===== src/rtl/bsq_pkg.sv =====
package bsq_pkg;
  typedef enum logic {
    OP_READ  = 1'b0,
    OP_WRITE = 1'b1
  } bsq_op_e;
endpackage


===== src/rtl/bsq_ctrl.sv =====
module bsq_ctrl
  import bsq_pkg::*;
(
  input  logic    clk_i,
  input  logic    rst_ni,
  input  logic    stall_i,
  input  logic    step_i,
  input  logic    chip_sel_i,
  input  logic    wr_i,
  output logic    load_en_o,
  output logic    adv_en_o,
  output logic    active_o,
  output bsq_op_e op_o
);
  logic kill;

  assign load_en_o = !stall_i && !step_i && chip_sel_i;
  assign kill      = !stall_i && !step_i && !chip_sel_i;
  assign adv_en_o  = !stall_i && step_i && active_o;

  always_ff @(posedge clk_i or negedge rst_ni) begin
    if (!rst_ni) begin
      active_o <= 1'b0;
      op_o     <= OP_READ;
    end else if (load_en_o) begin
      active_o <= 1'b1;
      op_o     <= wr_i ? OP_WRITE : OP_READ;
    end else if (kill) begin
      active_o <= 1'b0;
    end
  end

  AST_ADV_KEEPS_OP: assert property (@(posedge clk_i) disable iff (!rst_ni)
    (step_i && !stall_i) |=> $stable(op_o));
endmodule


===== src/rtl/bsq_beat_cnt.sv =====
module bsq_beat_cnt #(
  parameter int BEAT_W = 2
) (
  input  logic              clk_i,
  input  logic              rst_ni,
  input  logic              clear_i,
  input  logic              inc_i,
  output logic [BEAT_W-1:0] beat_o
);
  always_ff @(posedge clk_i or negedge rst_ni) begin
    if (!rst_ni)      beat_o <= '0;
    else if (clear_i) beat_o <= '0;
    else if (inc_i)   beat_o <= beat_o + 1'b1;
  end

  AST_BEAT_WRAPS: assert property (@(posedge clk_i) disable iff (!rst_ni)
    (inc_i && !clear_i) |=> (beat_o == BEAT_W'($past(beat_o) + 1'b1)));
endmodule


===== src/rtl/bsq_base_reg.sv =====
module bsq_base_reg #(
  parameter int ADDR_W = 17
) (
  input  logic              clk_i,
  input  logic              rst_ni,
  input  logic              load_i,
  input  logic [ADDR_W-1:0] addr_i,
  output logic [ADDR_W-1:0] base_o
);
  always_ff @(posedge clk_i or negedge rst_ni) begin
    if (!rst_ni)     base_o <= '0;
    else if (load_i) base_o <= addr_i;
  end
endmodule


===== src/rtl/bsq_order.sv =====
module bsq_order #(
  parameter int BEAT_W = 2
) (
  input  logic [BEAT_W-1:0] start_i,
  input  logic [BEAT_W-1:0] beat_i,
  input  logic              interleave_i,
  output logic [BEAT_W-1:0] offset_o
);
  logic [BEAT_W-1:0] lin, ilv;

  assign lin = start_i + beat_i;
  for (genvar b = 0; b < BEAT_W; b++) begin : g_xor
    assign ilv[b] = start_i[b] ^ beat_i[b];
  end
  assign offset_o = interleave_i ? ilv : lin;
endmodule


===== src/rtl/burst_addr_seq.sv =====
module burst_addr_seq
  import bsq_pkg::*;
#(
  parameter int ADDR_W = 17,
  parameter int BEAT_W = 2
) (
  input  logic              clk_i,
  input  logic              rst_ni,
  input  logic              stall_i,
  input  logic              step_i,
  input  logic              chip_sel_i,
  input  logic              wr_i,
  input  logic [ADDR_W-1:0] addr_i,
  input  logic              interleave_i,
  output logic [ADDR_W-1:0] word_addr_o,
  output logic              op_write_o,
  output logic              burst_active_o
);
  localparam int UPPER_W = ADDR_W - BEAT_W;

  logic              load_en, adv_en, active;
  bsq_op_e           op;
  logic [BEAT_W-1:0] beat, offset;
  logic [ADDR_W-1:0] base;

  bsq_ctrl i_ctrl (
    .clk_i, .rst_ni, .stall_i, .step_i, .chip_sel_i, .wr_i,
    .load_en_o(load_en), .adv_en_o(adv_en), .active_o(active), .op_o(op)
  );

  bsq_beat_cnt #(.BEAT_W(BEAT_W)) i_beat (
    .clk_i, .rst_ni, .clear_i(load_en), .inc_i(adv_en), .beat_o(beat)
  );

  bsq_base_reg #(.ADDR_W(ADDR_W)) i_base (
    .clk_i, .rst_ni, .load_i(load_en), .addr_i, .base_o(base)
  );

  bsq_order #(.BEAT_W(BEAT_W)) i_order (
    .start_i(base[BEAT_W-1:0]), .beat_i(beat), .interleave_i, .offset_o(offset)
  );

  assign word_addr_o    = {base[ADDR_W-1:BEAT_W], offset};
  assign op_write_o     = (op == OP_WRITE);
  assign burst_active_o = active;

  AST_LOAD_TAKES_ADDR: assert property (@(posedge clk_i) disable iff (!rst_ni)
    (!stall_i && !step_i && chip_sel_i) |=> (word_addr_o == $past(addr_i)) && burst_active_o);
  AST_UPPER_FIXED: assert property (@(posedge clk_i) disable iff (!rst_ni)
    (step_i && !stall_i) |=> $stable(word_addr_o[ADDR_W-1:ADDR_W-UPPER_W]));
  AST_DESEL_ENDS: assert property (@(posedge clk_i) disable iff (!rst_ni)
    (!stall_i && !step_i && !chip_sel_i) |=> !burst_active_o);
  AST_STALL_FREEZE: assert property (@(posedge clk_i) disable iff (!rst_ni)
    stall_i |=> $stable(burst_active_o) && $stable(op_write_o)
                && (!$stable(interleave_i) || $stable(word_addr_o)));
  AST_IDLE_STEP: assert property (@(posedge clk_i) disable iff (!rst_ni)
    (!burst_active_o && step_i) |=> !burst_active_o && $stable(word_addr_o[ADDR_W-1:ADDR_W-UPPER_W]));
endmodule


===== config.mk =====
export PLATFORM = sky130hd
export DESIGN_NAME = burst_addr_seq
export DESIGN_NICKNAME = d
export VERILOG_FILES = /design/src/rtl/bsq_pkg.sv /design/src/rtl/bsq_ctrl.sv /design/src/rtl/bsq_beat_cnt.sv /design/src/rtl/bsq_base_reg.sv /design/src/rtl/bsq_order.sv /design/src/rtl/burst_addr_seq.sv
export SDC_FILE = /design/constraint.sdc
export NUM_CORES = 1
export LEC_CHECK = 0
export ABC_CLOCK_PERIOD_IN_PS = 1600
export BUFFER_PORTS_ARGS = -buffer_cell sky130_fd_sc_hd__buf_2
export CAP_MARGIN = 5
export CELL_PAD_IN_SITES_DETAIL_PLACEMENT = 2
export CELL_PAD_IN_SITES_GLOBAL_PLACEMENT = 2
export CORE_UTILIZATION = 32
export DETAILED_ROUTE_END_ITERATION = 10
export PLACE_DENSITY = 0.81
export SLEW_MARGIN = 20
export SYNTH_ARGS = -nofsm -noshare
export SYNTH_HDL_FRONTEND = slang
export SYNTH_SLANG_ARGS = --single-unit

===== constraint.sdc =====
create_clock -name clk_i -period 1.6 [get_ports clk_i]
set_input_delay 0.32 -clock clk_i [delete_from_list [all_inputs] [get_ports clk_i]]
set_output_delay 0.32 -clock clk_i [all_outputs]
set_load 0.02 [all_outputs]

=== Word level (Yosys, flattened, before mapping) ===
Cells that the tools add are included.

* Register bits after elaboration: 21
* Output and inout port bits: 19
* Input port bits: 24
* Logic and storage cells: 24

* Muxes and demuxes: 6
* Add/subtract/negate cells: 2
* Reduce and logical (&&, ||, !) cells: 10
* Bitwise operators: 2

{| class="wikitable"
|+ Operators by type and width
! cell !! number
|-
| 2-bit two-way mux || 3
|-
| 1-bit logical AND || 5
|-
| 2-bit nonzero test || 2
|-
| 1-bit zero test || 3
|-
| 1-bit two-way mux || 3
|-
| 2-bit by 1-bit adder with 2-bit output (second input constant) || 1
|-
| 2-bit adder || 1
|-
| 1-bit XOR || 2
|}

=== Depth between registers and ports, before layout ===
Gate-level depths: netlist of run 1.

* Depth after elaboration: 5
* Mapped depth: 4
* Depth with buffers taken out: 3

=== Modules after synthesis ===
A second synthesis of run 1 with hierarchy kept.

* Cells, all modules: 55
* Area, all modules: 903.4 um^2

{| class="wikitable"
|+ By module, submodules not included
! module !! seq. area each (um^2) !! instances !! area an instance (um^2) !! cells each
|-
| bsq_base_reg || 425.4 || 1 || 685.7 || 36
|-
| bsq_ctrl || 50.0 || 1 || 92.6 || 8
|-
| bsq_beat_cnt || 50.0 || 1 || 88.8 || 7
|-
| bsq_order || 0.0 || 1 || 36.3 || 4
|}

=== Worst setup path before layout of run 1 ===
No wires, ideal clock.

* Path kind: register to output
* Start: register i_beat.beat_o[0]
* End: output port word_addr_o[1]
* Data required time: 1280 ps
* Stages on the path, launching flop included: 4
* Buffers on the path: 0
* Path slack: 211 ps
* Arrival: 1069 ps
* Path through: dfrtp_1 -> ha_1 -> nor2b_1 -> xnor2_1

* Longest elaborated chain between the ends: 2

{| class="wikitable"
|+ Ends and longest elaborated chain
! item !! line !! source
|-
| start, declared || bsq_beat_cnt.sv:8 || <nowiki>output logic [BEAT_W-1:0] beat_o</nowiki>
|-
| start signal, assigned || bsq_beat_cnt.sv:13 || <nowiki>else if (inc_i) beat_o <= beat_o + 1'b1;</nowiki>
|-
| 2-bit adder || bsq_order.sv:11 || <nowiki>assign lin = start_i + beat_i;</nowiki>
|-
| 2-bit two-way mux || bsq_order.sv:15 || <nowiki>assign offset_o = interleave_i ? ilv : lin;</nowiki>
|-
| end, declared || burst_addr_seq.sv:15 || <nowiki>output logic [ADDR_W-1:0] word_addr_o,</nowiki>
|}

Every way passes these cells.

=== Worst setup path after layout of run 1 ===
* Start: register i_base.base_o[0]
* End: output port word_addr_o[1]

* Longest elaborated chain between the ends: 2

{| class="wikitable"
|+ Ends and longest elaborated chain
! item !! line !! source
|-
| start, declared || bsq_base_reg.sv:8 || <nowiki>output logic [ADDR_W-1:0] base_o</nowiki>
|-
| start signal, assigned || bsq_base_reg.sv:12 || <nowiki>else if (load_i) base_o <= addr_i;</nowiki>
|-
| 2-bit adder || bsq_order.sv:11 ||
|-
| 2-bit two-way mux || bsq_order.sv:15 ||
|}

Every way passes these cells.

==> impl_metrics.csv, run 1 <==
group,metric,value,unit
worst_setup_path,crit_path_start,"i_base.base_o[0]",
status,status,"finished with violations",
detailed_routing,wl_per_cell,13.5,um
worst_setup_path,path_cells,"ha_2 -> nor2b_4 -> xnor2_1 -> buf_4",
worst_setup_path,crit_family,"flip-flops",
timing,hold_slack,0.245,ns
grt,track_usage,0.126,
clock_tree,clockBufferDepth,2,
timing,setup_viol,1,
timing,tightest_slew,0.479,ns
cells_and_area,diodes,0,
detailed_routing,wl,2.02,mm
worst_setup_path,critical_path_arrival,1.29,ns
timing,hold_viol_final,0,
cells_and_area,drive_above_1_share,0.695,
logic_synthesis,ys_types,16,
detailed_routing,ant_nets,0,
placed_design,pre_cts_slack,0.219,ns
logic_synthesis,seq_area_frac_synth,0.513,
timing,post-route-period-util,1.01,
cells_and_area,final_common_cell,"buf_2",
logic_synthesis,yosysWarningCount,0,
timing,final_max_slew_viol_count,0,
grt,antenna_found_initial,0,
cells_and_area,syn2layout_area_growth,20.9,%
pwr,power_density,1260,nW/um2
cells_and_area,post-route-util,0.406,
floorplan,fp.dieH,58.6,um
clock_tree,cts.clk_slew.worst_paths,0.11,ns
timing,post-route-min-period,1.61,ns
timing,fmax,0.620,GHz
detailed_routing,first_iter_violations,11,
cells_and_area,multi_input_area,379,um2
floorplan,fp-row-count,20,
floorplan,start_util,0.336,
detailed_routing,drtPass1Iterations,4,
floorplan,die_w,58.6,um
grt,grt_overflow_total,0,
worst_hold_path,min_path_type,"in2reg",
placed_design,io_buffer_count,42,
logic_synthesis,syn_avg_cell_area,14.4,um2
worst_setup_path,path_max_fanout,2,
cells_and_area,n_fill_cell,347,
worst_setup_path,slowest_delay,0.41,ns
timing,rsz0062_at_grt,"yes",
cells_and_area,most-common-layout-cells,"buf_2, dfrtp_1, mux2_2",
worst_setup_path,r2r-start,"i_beat.beat_o[0]",
worst_setup_path,startpoint_type,"flip-flop",
floorplan,coreArea,3050,um2
detailed_routing,viasPerCell,4.22,
clock_tree,cts_root_buf,"clkbuf_4",
worst_setup_path,slowest_stage,"dfrtp_1",
clock_tree,cts_sinks,21,
floorplan,die_area,3430,um2
grt,grt_pass1_vias,625,
logic_synthesis,ys_seq_elements,21,
detailed_routing,num_vias,629,
detailed_routing,drc,0,
clock_tree,insertion_delay,0.30,ns
worst_setup_path,worst_setup_path_end_kind,"output port",
logic_synthesis,synthCells,71,
placed_design,gp_congestion,0.631,
clock_tree,cts_buffers,3,
worst_setup_path,path_buf_inv,1,
cells_and_area,seqCellArea,526,um2
placed_design,hpwl,1.53,mm
floorplan,pin_count,43,
worst_setup_path,required,1.28,ns
clock_tree,cts_htree_levels,1,
timing,setup_slack,-0.0141,ns
run,maxCapViolations,0,
clock_tree,cts_tree,"yes",
grt,grt_max_degree,22,
pwr,p_leak,0.611,nW
pwr,ir_drop,0.425,mV
status,failed_checks,"setup timing",
timing,maxSlewHeadroom,0.680,
logic_synthesis,synth_area,1020,um2
logic_synthesis,syn-num-nets,96,
worst_setup_path,path_class,"reg2out",
worst_hold_path,hp-start,"addr_i[0]",
timing,finClkSkew,0.000243,ns
grt,grt_first_pass_wirelength,3.02,mm
cells_and_area,final_nets,131,
final timing paths:
path / end / slack (ns) / depth (start not counted)
worst max-delay path: word_addr_o[1] / -0.01 / 4
worst min register to register: i_base.base_o[4] / 0.51 / 1
min in group asynchronous: i_base.base_o[12] / 0.50 / 2
max in group asynchronous: i_base.base_o[1] / 0.77 / 2
worst max register to register: i_beat.beat_o[1] / 0.40 / 4
worst min-delay path: i_base.base_o[0] / 0.24 / 2
registers in the layout, indices dropped and copies added (netlist names):
register	cells
i_ctrl.op_o	1
i_base.base_o	17
i_beat.beat_o	2
i_ctrl.active_o	1
cell families (layout without fill, tap and decap cells):
kind of cell	after synthesis	after routing	synth area share
AOI/OAI and AO/OA	4	4	0.0293
xor gates and xnor gates	2	2	0.0171
adders and majority gates	1	1	0.0122
buffers and inverters	17	51	0.140
DFF	21	21	0.513
muxes	20	20	0.253
and+or+nand+nor	6	6	0.0354
power breakdown:
part / switching [W] / leakage (nW) / internal, W
combinational: 0.000291 / 0.346 / 0.000302
sequential: 0.0000713 / 0.250 / 0.000639
clock: 0.000155 / 0.0150 / 0.0000970
total: 0.000517 / 0.611 / 0.00104
timing repair:
item	CTS	global route
pin swaps	2	2
gates cloned	0	0
setup buffers	2	0
hold endpoints to repair	21	0
hold buffers	1	0
gates resized for setup	4	1
endpoints found under the setup margin	1	1
stage by stage:
step                area, um2  total power, W  std cells  setup TNS, ns
floorplan                1020         0.00118         71              0
global placement         1170         0.00124        142              0
detailed placement       1170         0.00127        142              0
CTS                      1230         0.00157        149        -0.0439
global route             1240         0.00164        149        -0.0636
finish                   1240         0.00155        149        -0.0141
routing by layer:
layer,routed length (um),track usage,vias to the layer above
met1,810,0.139,308
met4,23,0.0714,0
met2,1080,0.223,25
li1,-,-,294
met5,0,0,-
met3,97,0.0264,2
synthesized netlist by cell type (all sizes together):
master	n	area [um2]
o21ai	1	5.00
a22o	2	17.5
nor2b	1	6.26
buf	17	144
nor3b	1	12.5
mux2	20	259
nor2	2	7.51
xnor2	2	17.5
dfrtp	21	526
ha	1	12.5
nand2	1	3.75
o21bai	1	7.51
nand2b	1	6.26
final cells by class:
| class | count | area share |
|---|---|---|
| multi-input cells | 33 | 0.306 |
| well taps | 44 | 0.0444 |
| repair buffers | 47 | 0.204 |
| clock buffers | 4 | 0.0212 |
| flip-flops and latches | 21 | 0.424 |
Power figures use the tool's default switching activity.
==> inputs of run 2 (changes only) <==
--- a/config.mk
+++ b/config.mk
@@ -10,9 +10,9 @@
 export CAP_MARGIN = 5
 export CELL_PAD_IN_SITES_DETAIL_PLACEMENT = 2
 export CELL_PAD_IN_SITES_GLOBAL_PLACEMENT = 2
-export CORE_UTILIZATION = 32
+export CORE_UTILIZATION = 25
 export DETAILED_ROUTE_END_ITERATION = 10
-export PLACE_DENSITY = 0.81
+export PLACE_DENSITY = 0.65
 export SLEW_MARGIN = 20
 export SYNTH_ARGS = -nofsm -noshare
 export SYNTH_HDL_FRONTEND = slang
==> run 2 against run 1 <==
Compared with the run above:
- the flow now finishes without violations
- via count is 0.32% higher
- sequential power is 0.8% higher
- non-clock buffer count is 2 lower
- total power is 7.1% higher
- clock-buffer cell count is 1 lower
- sequential share of layout area is 0.92 points lower
- wire length is 1.9% higher
- largest cell class unchanged
- register-to-register slack worse by 0.03 ns
- clock power is 34% higher
- maximum frequency is 3.9% higher
- worst setup slack better by 0.060 ns
- worst hold slack worse by 0.23 ns
==> impl_metrics.csv, run 2 (synthesized netlist as in run 1, its figures left out) <==
group,metric,value,unit
grt,grt_max_degree,22,
pwr,p_leak,0.620,nW
worst_setup_path,crit_path_frequent_cell,"xnor2_2",
worst_setup_path,slowest_stage,"dfrtp_1",
clock_tree,insertion_delay,0.26,ns
timing,setup_slack,0.0460,ns
placed_design,hpwl,1.51,mm
floorplan,coreArea,3800,um2
floorplan,die_area,4360,um2
cells_and_area,syn2layout_area_growth,23.6,%
worst_setup_path,required,1.28,ns
pwr,seqPwrFrac,0.431,
worst_setup_path,path_cells,"xnor2_2 -> xnor2_2 -> buf_4",
timing,hold_viol_final,0,
detailed_routing,wl_per_cell,13.6,um
cells_and_area,drive_above_1_share,0.718,
cells_and_area,diodes,0,
detailed_routing,drtPass1Iterations,2,
cells_and_area,largest_register_ffs,17,
pwr,power_density,1320,nW/um2
pwr,comb_power_share,0.366,
detailed_routing,num_vias,631,
floorplan,pin_count,43,
worst_setup_path,path_class,"reg2out",
status,status,"completed",
pwr,swShare,0.323,
worst_setup_path,worst_setup_path_end_kind,"output port",
detailed_routing,ant_nets,0,
cells_and_area,fin_area,1270,um2
floorplan,fp.dieH,66.0,um
clock_tree,cts.clk_slew.worst_paths,0.07,ns
floorplan,die_w,66.0,um
cells_and_area,post-route-util,0.333,
cells_and_area,final_nets,129,
worst_setup_path,slowest_delay,0.44,ns
cells_and_area,most-common-layout-cells,"buf_2, dfrtp_1, mux2_2",
timing,rsz0062_at_grt,"yes",
grt,grt_overflow_total,0,
pwr,ir_drop,0.551,mV
worst_setup_path,path_max_fanout,4,
detailed_routing,drc,0,
clock_tree,cts_hold_buf,0,
clock_tree,cts_buffers,3,
placed_design,pre_cts_slack,0.223,ns
timing,setup_viol,0,
grt,grt_pass1_vias,706,
pwr,p_int,0.00113,W
worst_setup_path,startpoint_type,"flip-flop",
run,maxCapViolations,0,
pwr,switchingPower,0.000539,W
clock_tree,clockBufferDepth,2,
timing,finClkSkew,0.00334,ns
placed_design,gp_congestion,0.697,
floorplan,fp-row-count,22,
clock_tree,cts_htree_levels,1,
floorplan,start_util,0.270,
clock_tree,cts_tree,"yes",
placed_design,io_buffer_count,42,
timing,post-route-period-util,0.971,
detailed_routing,wl,2.05,mm
grt,track_usage,0.103,
cells_and_area,top_register,"i_base.base_o",
detailed_routing,first_iter_violations,12,
clock_tree,cts_root_buf,"clkbuf_8",
detailed_routing,viasPerCell,4.18,
timing,fmax,0.643,GHz
placed_design,dpl_cell_area,1180,um2
worst_hold_path,min_path_type,"in2async",
grt,antenna_found_initial,0,
timing,tightest_slew,0.479,ns
cells_and_area,final_common_cell,"buf_2",
grt,grt_first_pass_wirelength,3.26,mm
pwr,p_clk_frac,0.203,
timing,post-route-min-period,1.55,ns
timing,final_max_slew_viol_count,0,
cells_and_area,top_regs,"i_base.base_o x17, i_beat.beat_o x2",
timing,maxSlewHeadroom,0.681,
clock_tree,cts_sinks,21,
timing,final.setup.tns,0,ns
timing,hold_slack,0.0100,ns
worst_setup_path,critical_path_arrival,1.23,ns
==> run 2: cell count changes in the layout (fill, tap and decap cells not counted), sizes merged <==
cell / change
buf: -1
clkinv: +1
clkbuf: -1
dlygate4sd3: -1
==> run 2: final timing paths <==
path,startpoint,to,slack (ns),depth (start not counted)
max reg2reg,i_beat.beat_o[0],i_beat.beat_o[1],0.37,4
max,i_beat.beat_o[1],word_addr_o[1],0.05,3
min,rst_ni,i_base.base_o[13],0.01,1
min reg2reg,i_base.base_o[15],i_base.base_o[15],0.50,1
min in group clk_i,addr_i[3],i_base.base_o[3],0.28,2
max in group asynchronous,rst_ni,i_base.base_o[4],1.26,1
==> run 2: cell type report <==
class                      instances  area, um2
multi-input combinational         33        387
timing repair buffer              45        248
fill                             410       2530
clock buffer                       3       41.3
tap                               48       60.1
clock inverter                     1       5.00
sequential                        21        526
==> run 2: stage by stage <==
| step | total power (W) | std cells |
|---|---|---|
| after global routing | 0.00177 | 151 |
| after detailed placement | 0.00127 | 145 |
| after floorplan | 0.00118 | 71 |
| after CTS | 0.00167 | 151 |
| final | 0.00167 | 151 |
| after global placement | 0.00125 | 145 |
==> run 2: critical path, delay by kind of cell (launching register included) <==
| kind | cells | cell delay [ns] |
|---|---|---|
| xor+xnor | 2 | 0.38 |
| buf+inv | 1 | 0.15 |
| flops | 1 | 0.44 |
==> run 2: what timing repair did <==
action / CTS / global route
pin swaps: 2 / 2
setup buffers: 2 / 0
resized for setup: 4 / 2
endpoints found under the setup margin: 1 / 1
==> run 2: routing by layer <==
metal,global-route usage,vias up,part of all wire
li1,-,290,-
met4,0.0399,0,0.012
met3,0.0431,3,0.096
met1,0.105,304,0.39
met5,0,-,0
met2,0.184,34,0.51
==> run 2: power groups by stage <==
stage	logic [W]	clock network [W]	registers, W
after CTS	0.000589	0.000367	0.000714
after global placement	0.000526	0	0.000726
after detailed placement	0.000544	0	0.000726
final	0.000610	0.000338	0.000717
after floorplan	0.000464	0	0.000716
after global routing	0.000651	0.000382	0.000732
==> inputs of run 3 (changes only) <==
==> constraint.sdc (replaced) <==
create_clock -name clk_i -period 1.6 [get_ports clk_i]
set_input_delay 0.08 -clock clk_i [delete_from_list [all_inputs] [get_ports clk_i]]
set_output_delay 0.08 -clock clk_i [all_outputs]
set_load 0.02 [all_outputs]
==> run 3 against run 2 <==
Compared with the run above:
- combinational power shrank 13%
- clock skew grew 0.0051 ns
- non-clock buffer count shrank 1
- clock-buffer cell count is the same
- flip-flop and latch count is the same
- utilization shrank 0.79 points
- sequential share of layout area grew 1.0 points
- maximum frequency grew 12%
- first-iteration DRC count shrank 50%
- worst hold slack gained 0.034 ns
- worst setup slack gained 0.17 ns
- register-to-register slack gained 0.10 ns
- largest cell class unchanged
==> impl_metrics.csv, run 3 (synthesized netlist as in run 1, its figures left out) <==
group,metric,value,unit
worst_setup_path,r2r_cells,3,
cells_and_area,diodes,0,
cells_and_area,syn2layout_area_growth,20.6,%
cells_and_area,drive_above_1_share,0.667,
cells_and_area,top_regs,"i_base.base_o x17, i_beat.beat_o x2",
detailed_routing,viasPerCell,4.25,
timing,tightest_slew,0.459,ns
worst_setup_path,startpoint_type,"flip-flop",
floorplan,fp.dieH,66.0,um
timing,setup_slack,0.212,ns
timing,finClkSkew,0.00849,ns
clock_tree,insertion_delay,0.26,ns
placed_design,io_buffer_count,42,
clock_tree,cts.clk_slew.worst_paths,0.08,ns
cells_and_area,largest_register_ffs,17,
timing,post-route-period-util,0.868,
detailed_routing,wl_per_cell,12.0,um
worst_hold_path,min_path_cells,2,
clock_tree,cts_root_buf,"clkbuf_8",
pwr,ir_drop,0.425,mV
detailed_routing,ant_nets,0,
timing,rsz0062_at_grt,"no",
worst_setup_path,reg2reg_slack,0.47,ns
cells_and_area,final_nets,128,
pwr,p_leak,0.600,nW
timing,final_max_slew_viol_count,0,
clock_tree,cts_tree,"yes",
floorplan,fp-row-count,22,
floorplan,die_w,66.0,um
status,status,"completed",
timing,hold_viol_final,0,
cells_and_area,stdcell_count,150,
placed_design,gp_congestion,0.732,
run,maxCapViolations,0,
detailed_routing,first_iter_violations,6,
pwr,power_density,1280,nW/um2
detailed_routing,num_vias,638,
placed_design,pre_cts_slack,0.456,ns
grt,grt_overflow_total,0,
worst_setup_path,path_max_fanout,5,
worst_hold_path,hp-start,"addr_i[13]",
worst_setup_path,slowest_delay,0.43,ns
worst_setup_path,critical_path_arrival,1.31,ns
timing,fmax,0.720,GHz
grt,grt_pass1_vias,692,
detailed_routing,drc,0,
clock_tree,clockBufferDepth,2,
worst_setup_path,slowest_stage,"dfrtp_1",
floorplan,coreArea,3800,um2
worst_setup_path,path_class,"reg2out",
floorplan,die_area,4360,um2
grt,antenna_found_initial,0,
clock_tree,cts_sinks,21,
grt,grt_max_degree,22,
placed_design,hpwl,1.43,mm
worst_setup_path,required,1.52,ns
floorplan,pin_count,43,
worst_setup_path,worst_setup_path_end_kind,"output port",
worst_setup_path,path_cells,"ha_1 -> nor2b_1 -> xnor2_1 -> buf_2",
grt,track_usage,0.0988,
timing,post-route-min-period,1.39,ns
timing,final.setup.tns,0,ns
cells_and_area,top_register,"i_base.base_o",
worst_hold_path,min_path_type,"in2reg",
cells_and_area,n_fill_cell,424,
timing,hold_slack,0.0439,ns
timing,maxSlewHeadroom,0.694,
placed_design,placed_cells,145,
timing,setup_viol,0,
worst_setup_path,r2r_end,"i_beat.beat_o[1]",
clock_tree,cts_buffers,3,
detailed_routing,wl,1.81,mm
grt,grt_first_pass_wirelength,3.15,mm
worst_setup_path,r2r-start,"i_beat.beat_o[0]",
detailed_routing,drtPass1Iterations,3,
floorplan,start_util,0.270,
clock_tree,cts_htree_levels,1,
cells_and_area,most-common-layout-cells,"buf_2, dfrtp_1, mux2_2",
cells_and_area,final_common_cell,"buf_2",
worst_hold_path,hold_path_end,"i_base.base_o[13]",
==> run 3: worst max path at each step <==
stage               cells past startpoint  slack (ns)              from                end
floorplan                               3        0.45  i_beat.beat_o[0]     word_addr_o[1]
global placement                        4        0.47           stall_i  i_base.base_o[12]
detailed placement                      4        0.46           stall_i   i_base.base_o[4]
CTS                                     4        0.19  i_beat.beat_o[0]     word_addr_o[1]
global route                            4        0.10  i_beat.beat_o[0]     word_addr_o[1]
finish                                  4        0.21  i_beat.beat_o[0]     word_addr_o[1]
==> run 3: metrics by stage <==
| stage | utilization | cell area (um2) | power (W) |
|---|---|---|---|
| 2_1_floorplan | - | 1020 | 0.00118 |
| 3_3_place_gp | 0.310 | 1180 | 0.00125 |
| 3_5_place_dp | 0.310 | 1180 | 0.00127 |
| 4_1_cts | 0.325 | 1240 | 0.00163 |
| 5_1_grt | 0.325 | 1240 | 0.00170 |
| 6_report | 0.325 | 1240 | 0.00159 |
==> run 3: repair_timing <==
action / in CTS / in global routing
resized for setup: 0 / 0
hold buffers: 1 / 0
hold endpoints to repair: 21 / 0
buffers inserted: 0 / 0
==> run 3: critical path: cells and delay by family, from the launching register on <==
kind	cells	cell delay [ns]
buffers and inverters	1	0.18
DFF	1	0.43
xor gates and xnor gates	1	0.12
adders and majority gates	1	0.19
and+or+nand+nor	1	0.13
==> run 3: cell type report <==
| type | instances | area (um2) | area share |
|---|---|---|---|
| multi-input combinational | 33 | 362 | 0.293 |
| clock inverter | 1 | 7.51 | 0.00607 |
| timing repair buffer | 44 | 240 | 0.194 |
| sequential | 21 | 526 | 0.425 |
| clock buffer | 3 | 41.3 | 0.0334 |
| tap | 48 | 60.1 | 0.0486 |
==> run 3: where the power goes <==
group	switching, W	total, W	internal, W
clock	0.000165	0.000341	0.000175
combinational	0.000271	0.000531	0.000260
sequential	0.0000736	0.000714	0.000640
==> run 3: metal layers <==
metal  GRT usage  vias up  wire length (um)
li1            -      290                 -
met1      0.0989      311               697
met2       0.177       33               890
met3      0.0483        4               202
met4      0.0319        0                16
met5           0        -                 0
